## src/rtl/btb_pkg.sv

```systemverilog
package btb_pkg;

    localparam int PC_W = 32;

    typedef logic [PC_W-1:0] pc_t;
    typedef logic [1:0]      ctr_t;

    localparam ctr_t CTR_WEAK_TAKEN = 2'd2;
    localparam ctr_t CTR_MAX        = 2'd3;

    // One table slot
    typedef struct packed {
        logic valid;
        pc_t  src;
        pc_t  tgt;
        ctr_t ctr;
    } btb_entry_t;

    // Resolved branch report
    typedef struct packed {
        logic valid;
        pc_t  pc;
        pc_t  tgt;
        logic taken;
    } btb_upd_t;

    // Lookup result
    typedef struct packed {
        logic taken;
        pc_t  target;
    } btb_pred_t;

    function automatic ctr_t ctr_step(ctr_t c, logic taken);
        if (taken)
            return (c == CTR_MAX) ? c : c + 2'd1;
        else
            return (c == 2'd0) ? c : c - 2'd1;
    endfunction

endpackage

```

## src/rtl/btb_table.sv

```systemverilog
module btb_table
    import btb_pkg::*;
#(
    parameter int IDX_W = 4
) (
    input  logic             clk,
    input  logic             rst,
    input  logic [IDX_W-1:0] rd_idx,
    output btb_entry_t       rd_entry,
    input  btb_upd_t         upd
);
    localparam int DEPTH = 1 << IDX_W;

    btb_entry_t       tbl [DEPTH];
    logic [IDX_W-1:0] widx;
    btb_entry_t       cur;
    btb_entry_t       wdata;
    logic             uhit;
    logic             wr_en;

    always_comb begin
        widx  = upd.pc[IDX_W+1:2];
        cur   = tbl[widx];
        uhit  = cur.valid && (cur.src == upd.pc);
        wr_en = upd.valid && (uhit || upd.taken);
        wdata.valid = 1'b1;
        wdata.src   = upd.pc;
        wdata.tgt   = upd.tgt;
        wdata.ctr   = uhit ? ctr_step(cur.ctr, upd.taken) : CTR_WEAK_TAKEN;
    end

    for (genvar i = 0; i < DEPTH; i++) begin : g_slot
        btb_entry_t ent;
        always_ff @(posedge clk) begin
            if (rst)
                ent <= '0;
            else if (wr_en && (widx == IDX_W'(i)))
                ent <= wdata;
        end
        assign tbl[i] = ent;
    end

    assign rd_entry = tbl[rd_idx];

    // taken miss installs the branch weakly taken
    a_r5_alloc_weak: assert property (@(posedge clk) disable iff (rst)
        (upd.valid && upd.taken && !uhit) |=>
            (tbl[$past(widx)].valid && tbl[$past(widx)].src == $past(upd.pc)
             && tbl[$past(widx)].tgt == $past(upd.tgt)
             && tbl[$past(widx)].ctr == CTR_WEAK_TAKEN));

    // not-taken miss leaves the slot alone
    a_r6_nt_miss_keep: assert property (@(posedge clk) disable iff (rst)
        (upd.valid && !upd.taken && !uhit) |=> (tbl[$past(widx)] == $past(cur)));

    // counter saturates at the top
    a_r4_ctr_sat_top: assert property (@(posedge clk) disable iff (rst)
        (upd.valid && upd.taken && uhit && cur.ctr == CTR_MAX) |=>
            (tbl[$past(widx)].ctr == CTR_MAX));

endmodule

```

## src/rtl/btb_lookup.sv

```systemverilog
module btb_lookup
    import btb_pkg::*;
#(
    parameter int IDX_W = 4
) (
    input  logic             clk,
    input  logic             rst,
    input  pc_t              fetch_pc,
    output logic [IDX_W-1:0] rd_idx,
    input  btb_entry_t       rd_entry,
    output btb_pred_t        pred
);
    logic hit;

    assign rd_idx = fetch_pc[IDX_W+1:2];

    always_comb begin
        hit         = rd_entry.valid && (rd_entry.src == fetch_pc);
        pred.taken  = hit && rd_entry.ctr[1];
        pred.target = pred.taken ? rd_entry.tgt : fetch_pc + PC_W'(4);
    end

    // the cycle after reset nothing is predicted taken
    a_r1_clear_after_reset: assert property (@(posedge clk) disable iff (rst)
        $past(rst) |-> !pred.taken);

endmodule

```

## src/rtl/btb_predictor.sv

```systemverilog
module btb_predictor
    import btb_pkg::*;
#(
    parameter int IDX_W = 4
) (
    input  logic        clk,
    input  logic        rst,
    input  logic [31:0] fetch_pc,
    output logic        pred_taken,
    output logic [31:0] pred_target,
    input  logic        upd_valid,
    input  logic [31:0] upd_pc,
    input  logic [31:0] upd_target,
    input  logic        upd_taken
);
    logic [IDX_W-1:0] rd_idx;
    btb_entry_t       rd_entry;
    btb_pred_t        pred;
    btb_upd_t         upd;

    assign upd = '{valid: upd_valid, pc: upd_pc, tgt: upd_target, taken: upd_taken};

    btb_table #(.IDX_W(IDX_W)) u_table (
        .clk      (clk),
        .rst      (rst),
        .rd_idx   (rd_idx),
        .rd_entry (rd_entry),
        .upd      (upd)
    );

    btb_lookup #(.IDX_W(IDX_W)) u_lookup (
        .clk      (clk),
        .rst      (rst),
        .fetch_pc (fetch_pc),
        .rd_idx   (rd_idx),
        .rd_entry (rd_entry),
        .pred     (pred)
    );

    assign pred_taken  = pred.taken;
    assign pred_target = pred.target;

endmodule

```

## config.mk

```make
export PLATFORM = sky130hd
export DESIGN_NAME = btb_predictor
export DESIGN_NICKNAME = d
export VERILOG_FILES = /design/src/rtl/btb_pkg.sv /design/src/rtl/btb_table.sv /design/src/rtl/btb_lookup.sv /design/src/rtl/btb_predictor.sv
export SDC_FILE = /design/constraint.sdc
export NUM_CORES = 2
export LEC_CHECK = 0
export CORE_ASPECT_RATIO = 0.9
export CORE_MARGIN = 8
export CORE_UTILIZATION = 45
export CTS_BUF_LIST = sky130_fd_sc_hd__clkbuf_16
export DETAILED_ROUTE_END_ITERATION = 8
export DONT_BUFFER_PORTS = 1
export GPL_ROUTABILITY_DRIVEN = 0
export SLEW_MARGIN = 20
export SYNTH_ARGS = -nofsm -noshare
export SYNTH_HDL_FRONTEND = slang
export SYNTH_SLANG_ARGS = --single-unit
```

## constraint.sdc

```tcl
create_clock -name clk -period 10.9 [get_ports clk]
set_input_delay 0.545 -clock clk [delete_from_list [all_inputs] [get_ports clk]]
set_output_delay 0.545 -clock clk [all_outputs]
set_load 0.01 [all_outputs]
```

# [Word-level counts from Yosys, hierarchy flattened]
# Index checks and enable logic that the tools add are counted.
[classes] add_sub_neg=3 magnitude_cmp=2 n_eq_ne=18 muxes=11 bitwise_logic=2 reduce_logical=23
[ops] operator="67-bit binary-select mux with 4-bit select" count=2
[ops] operator="67-bit 2-to-1 mux" count=4
[ops] operator="32-bit equality test" count=2
[ops] operator="32-bit by 3-bit adder with 32-bit output, second input constant" count=1
[ops] operator="4-bit equality test, second input constant" count=8
[ops] operator="32-bit 2-to-1 mux" count=1
[ops] operator="1-bit logical AND" count=20
[ops] operator="4-bit by 3-bit equality test with 1-bit output, second input constant" count=4
[ops] operator="5-bit greater-or-equal comparator, second input constant" count=2
[ops] operator="4-bit inverter with 5-bit output" count=2
[ops] operator="4-bit by 2-bit equality test with 1-bit output, second input constant" count=2
[ops] operator="2-bit 2-to-1 mux" count=4
[ops] operator="4-bit by 1-bit equality test with 1-bit output, second input constant" count=1
[ops] operator="4-bit logical NOT" count=1
[ops] operator="2-bit by 1-bit adder with 2-bit output, second input constant" count=1
[ops] operator="2-bit equality test, second input constant" count=1
[ops] operator="2-bit logical NOT" count=1
[ops] operator="2-bit by 1-bit subtractor with 2-bit output, second input constant" count=1
[ops] operator="1-bit logical OR" count=1
[word_totals] register_bits=1072 inputBits=100 output_inout_bits=33 elab_cells=123

# [Depth between registers and ports, before layout]
[depth] word_depth=9 depth_mapped=18 depth_no_buf=9

# [Modules after synthesis]
# A second synthesis with hierarchy kept.
[unflattened] cells_unflattened=4792 hier_area_um2=55901.1
[modules_own_cells] mod="btb_table" instances=1 cells_per_inst=4616 area_per_inst_um2=54334.6 seq_area_each_um2=21460.6
[modules_own_cells] mod="btb_lookup" instances=1 cells_per_inst=176 area_per_inst_um2=1566.5 seq_area_each_um2=0.0

# [Worst setup path before layout]
# OpenSTA, ideal clock, no wires.
[synth_timing] path_type="input-to-output" from="input port fetch_pc[3]" to="output port pred_taken" t_arrival_ps=3764 required_ps=10355 setup_slack_ps=6591 cell_stages=10 n_path_buf=4 cell_sequence="clkbuf_1 > buf_2 > buf_1 > buf_1 > mux4_2 > mux4_2 > xnor2_1 > nand3_1 > or4_1 > nor4_1"
[synth_between] elab_chain_cells=7
[synth_rtl] element="from (decl)" line_no="btb_predictor.sv:8" text="input logic [31:0] fetch_pc,"
[synth_rtl] element="4-bit inverter with 5-bit output (not written as such)" line_no="btb_table.sv:43" text="assign rd_entry = tbl[rd_idx];"
[synth_rtl] element="67-bit binary-select mux with 4-bit select" line_no="btb_table.sv:43"
[synth_rtl] element="67-bit 2-to-1 mux (not written as such) (2 in a row)" line_no="btb_table.sv:43"
[synth_rtl] element="32-bit equality test" line_no="btb_lookup.sv:18" text="hit = rd_entry.valid && (rd_entry.src == fetch_pc);"
[synth_rtl] element="1-bit logical AND" line_no="btb_lookup.sv:18"
[synth_rtl] element="1-bit logical AND *" line_no="btb_lookup.sv:19" text="pred.taken = hit && rd_entry.ctr[1];"
[synth_rtl] element="to (decl)" line_no="btb_predictor.sv:9" text="output logic pred_taken,"
# Every way passes the cells marked *; elsewhere a longest branch is shown, timed or not. The select of a mux whose other input is x is not followed.

# [Worst setup path in the final report]
[layout_timing] from="register u_table.g_slot[3].ent[65] (netlist bit)" to="register u_table.g_slot[11].ent[6] (netlist bit)"
[layout_between] elab_chain_cells=8
[layout_rtl] element="from (decl)" line_no="btb_table.sv:33" text="btb_entry_t ent;"
[layout_rtl] element="from (signal assigned)" line_no="btb_table.sv:38" text="ent <= wdata;"
[layout_rtl] element="67-bit binary-select mux with 4-bit select" line_no="btb_table.sv:23" text="cur = tbl[widx];"
[layout_rtl] element="67-bit 2-to-1 mux (not written as such) (2 in a row)" line_no="btb_table.sv:23"
[layout_rtl] element="32-bit equality test" line_no="btb_table.sv:24" text="uhit = cur.valid && (cur.src == upd.pc);"
[layout_rtl] element="1-bit logical AND" line_no="btb_table.sv:24"
[layout_rtl] element="1-bit logical OR" line_no="btb_table.sv:25" text="wr_en = upd.valid && (uhit || upd.taken);"
[layout_rtl] element="1-bit logical AND" line_no="btb_table.sv:25"
[layout_rtl] element="1-bit logical AND" line_no="btb_table.sv:37" text="else if (wr_en && (widx == IDX_W'(i)))"
[layout_rtl] element="to (signal assigned)" line_no="btb_table.sv:38"
[layout_rtl] element="to (decl)" line_no="btb_table.sv:33"
# No other way between the ends. The select of a mux whose other input is x is not followed.
# A chain may end at the register's enable or synchronous reset.

==> reports/qor.yml <==
synthAdderAreaFrac_pct: 0.0592
slew_headroom_pct: -284
drt_iter0_drc: 3892
ys_dominant_reg_cell: "dfxtp_1"
detail_route.wl_per_cell_um: 26.9
critPathLaunchType: "register"
synthDominantCellAreaShare_pct: 39.1
port_buffers: 0
ctsHoldBuffers: 1
min_period_ps: 5710
cts.clk_slew.worst_paths_ps: 60
ys_warn_count: 0
synthDistinctLibCells: 68
via_per_inst: 6.00
synth-simple-area-share_pct: 14.9
grt_pass1_vias: 37200
die_area_mm2: 0.133
synth_top_area_cell: "dfxtp_1"
status: "finished with violations"
regArea_mm2: 0.0215
cts-buffers-inserted: 111
async_reset_ff_share_pct: 0
clk_latency_ps: 740
setup_tns_ps: 0
num_vias: 37900
p_leak_nw: 25.3
coreArea_mm2: 0.121
path_buf_inv: 3
fillers: 10900
arrival_ps: 6290
cts_max_level: 3
antenna_left: 0
drv_slew: 1077
top_register: "u_table.g_slot.ent"
post-route-period-util_pct: 52.4
cpMostUsedCell: "buf_4"
multi_input_area_mm2: 0.0310
synthToLayoutAreaGrowth_pct: 6.94
ioPinCount: 133
criticalPathCategory: "reg2reg"
hp-class: "in2reg"
clk_path_buf_depth: 3
path_delay_family: "simple AND/OR/NAND/NOR gates"
finalSetupViolCount: 0
grt_setup_unrepaired: "no"
fin_nets: 4722
synthXorXnorAreaFrac_pct: 1.31
crit_fanout: 30
skew_ps: 29.7
reg_top3: "u_table.g_slot.ent (1072)"
cts_resized: 0
power.density_mw_per_mm2: 142
irDropWorstVdd_uv: 145
die_w_um: 384
holdWs_ps: 64.6
synth-compound-area-share_pct: 5.84
fmax_ghz: 0.175
rows: 121
drive_gt1_share_pct: 14.8
antenna_found_initial: 6
yosys-mux-area-fraction_pct: 34.2
largest_reg_flops: 1072
synth_area_leaders: "dfxtp_1 39%, mux4_2 16%, mux2i_1 16%, nand2b_1 10%, o21ai_0 3.1%"
grt_use_total_pct: 24.7
hold_viol: 0
clock_sinks: 1072
avgSynthCellArea_um2: 11.1
root_buffer: "clkbuf_16"
synth_nets: 5050
die_h_um: 347
drv_cap: 0
cts_setup_buffers: 0
start_util_pct: 45.4
synth-edff-count: 0
synth-seq-cells: 1072
grt_first_pass_wirelength_um: 253000
crit_path_max_incr_delay_ps: 780
ys_seq_area_share_pct: 39.1
grt_max_degree: 1135
route.detailed.drc: 0
synth_top_family_by_area: "multiplexers"
routed_wl_um: 170000
drt_pass1_iterations: 5
hpwl_um: 96000
critPathCaptureType: "register"
violations: "slew limit"
crit_required_ps: 11480
worst_path_max_delay_cell: "nand4_1"
grt_overflow: 0
worst_pin_slew_ps: 5760
synthCells: 4949
cts_tree: "done"
worstPathCellList: "mux4_2 -> a22o_1 -> a221oi_2 -> xor2_1 -> nand4_1 -> nor4b_1 -> a41o_1 -> buf_4 -> nand4_1 -> buf_4 -> buf_4 -> mux2i_1"
syn_area_mm2: 0.0549
==> final timing paths <==
kind                              start  depth (start not counted)  slack (ps)                    endpoint
max           u_table.g_slot[3].ent[65]                         12        5190   u_table.g_slot[11].ent[6]
min                                 rst                          3          60  u_table.g_slot[13].ent[14]
max reg2reg   u_table.g_slot[3].ent[65]                         12        5190   u_table.g_slot[11].ent[6]
min reg2reg  u_table.g_slot[13].ent[39]                          2         440  u_table.g_slot[13].ent[39]
==> cells by family (layout without fill, tap and decap cells) <==
| group | Yosys count | after routing |
|---|---|---|
| other cells | 0 | 4 |
| mux | 1363 | 1363 |
| compound gates | 576 | 576 |
| fa+ha+maj | 3 | 3 |
| buf+inv | 549 | 316 |
| xor+xnor | 82 | 82 |
| flops | 1072 | 1072 |
| simple gates | 1304 | 1304 |
==> area by class of cell <==
class	instances	share of cell area (%)
sequential	1072	36.5
multi-input combinational	3328	52.7
tap	1599	3.41
inverter	68	0.435
clock buffer	112	4.77
timing repair buffer	40	0.522
antenna	4	0.0170
clock inverter	96	1.57
==> per-stage QoR <==
step	instances	instance area, um^2	worst slack, ps	util [%]	total power [mW]
3_3_place_gp	6106	55000	4770	45.4	4.45
6_report	6319	58700	5190	48.5	8.36
2_1_floorplan	4949	54900	6590	-	4.49
5_1_grt	6318	58700	4950	48.5	8.59
3_5_place_dp	6106	55000	4720	45.4	4.46
4_1_cts	6315	58700	5060	48.5	8.40
==> layout by cell type, fill, tap and decap left out, drive strengths merged, types with 62 or more instances in the layout <==
cell,instances
nand2b,879
clkbuf,112
mux4,401
mux2i,889
nor2b,195
dfxtp,1072
inv,91
xnor2,67
mux2,73
a21oi,62
o21ai,391
==> worst register-to-register path, stage by stage, from the launching register on <==
cell and delay, ps:
dfxtp_1 330, mux4_2 470, a22o_1 230, a221oi_2 200
xor2_1 460, nand4_1 340, nor4b_1 720, a41o_1 260
buf_4 370, nand4_1 780, buf_4 670, buf_4 480
mux2i_1 240
==> synthesized netlist by cell type (3+ instances only) <==
cell / instances
mux2_2: 73
a22o_1: 6
clkbuf_1: 293
nor4_1: 5
o41ai_1: 4
buf_1: 32
mux2i_1: 889
a22oi_1: 21
nor2_1: 24
a221oi_1: 6
mux4_2: 401
a21oi_1: 62
a2111oi_0: 3
dfxtp_1: 1072
or4_1: 3
o2111ai_1: 3
nor3b_1: 4
a21o_1: 3
a211oi_1: 6
nand4_4: 10
nand2_1: 55
and3b_1: 31
nor2b_1: 195
nand3_1: 35
and3_1: 8
nor3_1: 11
buf_6: 41
o21ai_0: 337
nand4_1: 23
o21ai_1: 54
nand3b_1: 6
xor2_1: 15
o211ai_1: 9
xnor2_1: 67
o22ai_1: 29
buf_2: 94
a31oi_1: 9
inv_1: 68
nand2b_1: 879
o31ai_1: 4
buf_4: 21
==> power breakdown <==
| part | switching [mW] | total (mW) | internal (mW) |
|---|---|---|---|
| sequential | 0.0183 | 3.96 | 3.95 |
| combinational | 0.202 | 0.429 | 0.228 |
| clock | 1.69 | 3.96 | 2.27 |
==> routing by layer <==
| layer | global-route usage, % | routed length, um |
|---|---|---|
| met1 | 34.4 | 75600 |
| met2 | 38.9 | 78100 |
| met3 | 4.58 | 11000 |
| met4 | 7.48 | 5260 |
| met5 | 0 | 0 |
No activity file was read; power rests on OpenSTA's default activity.
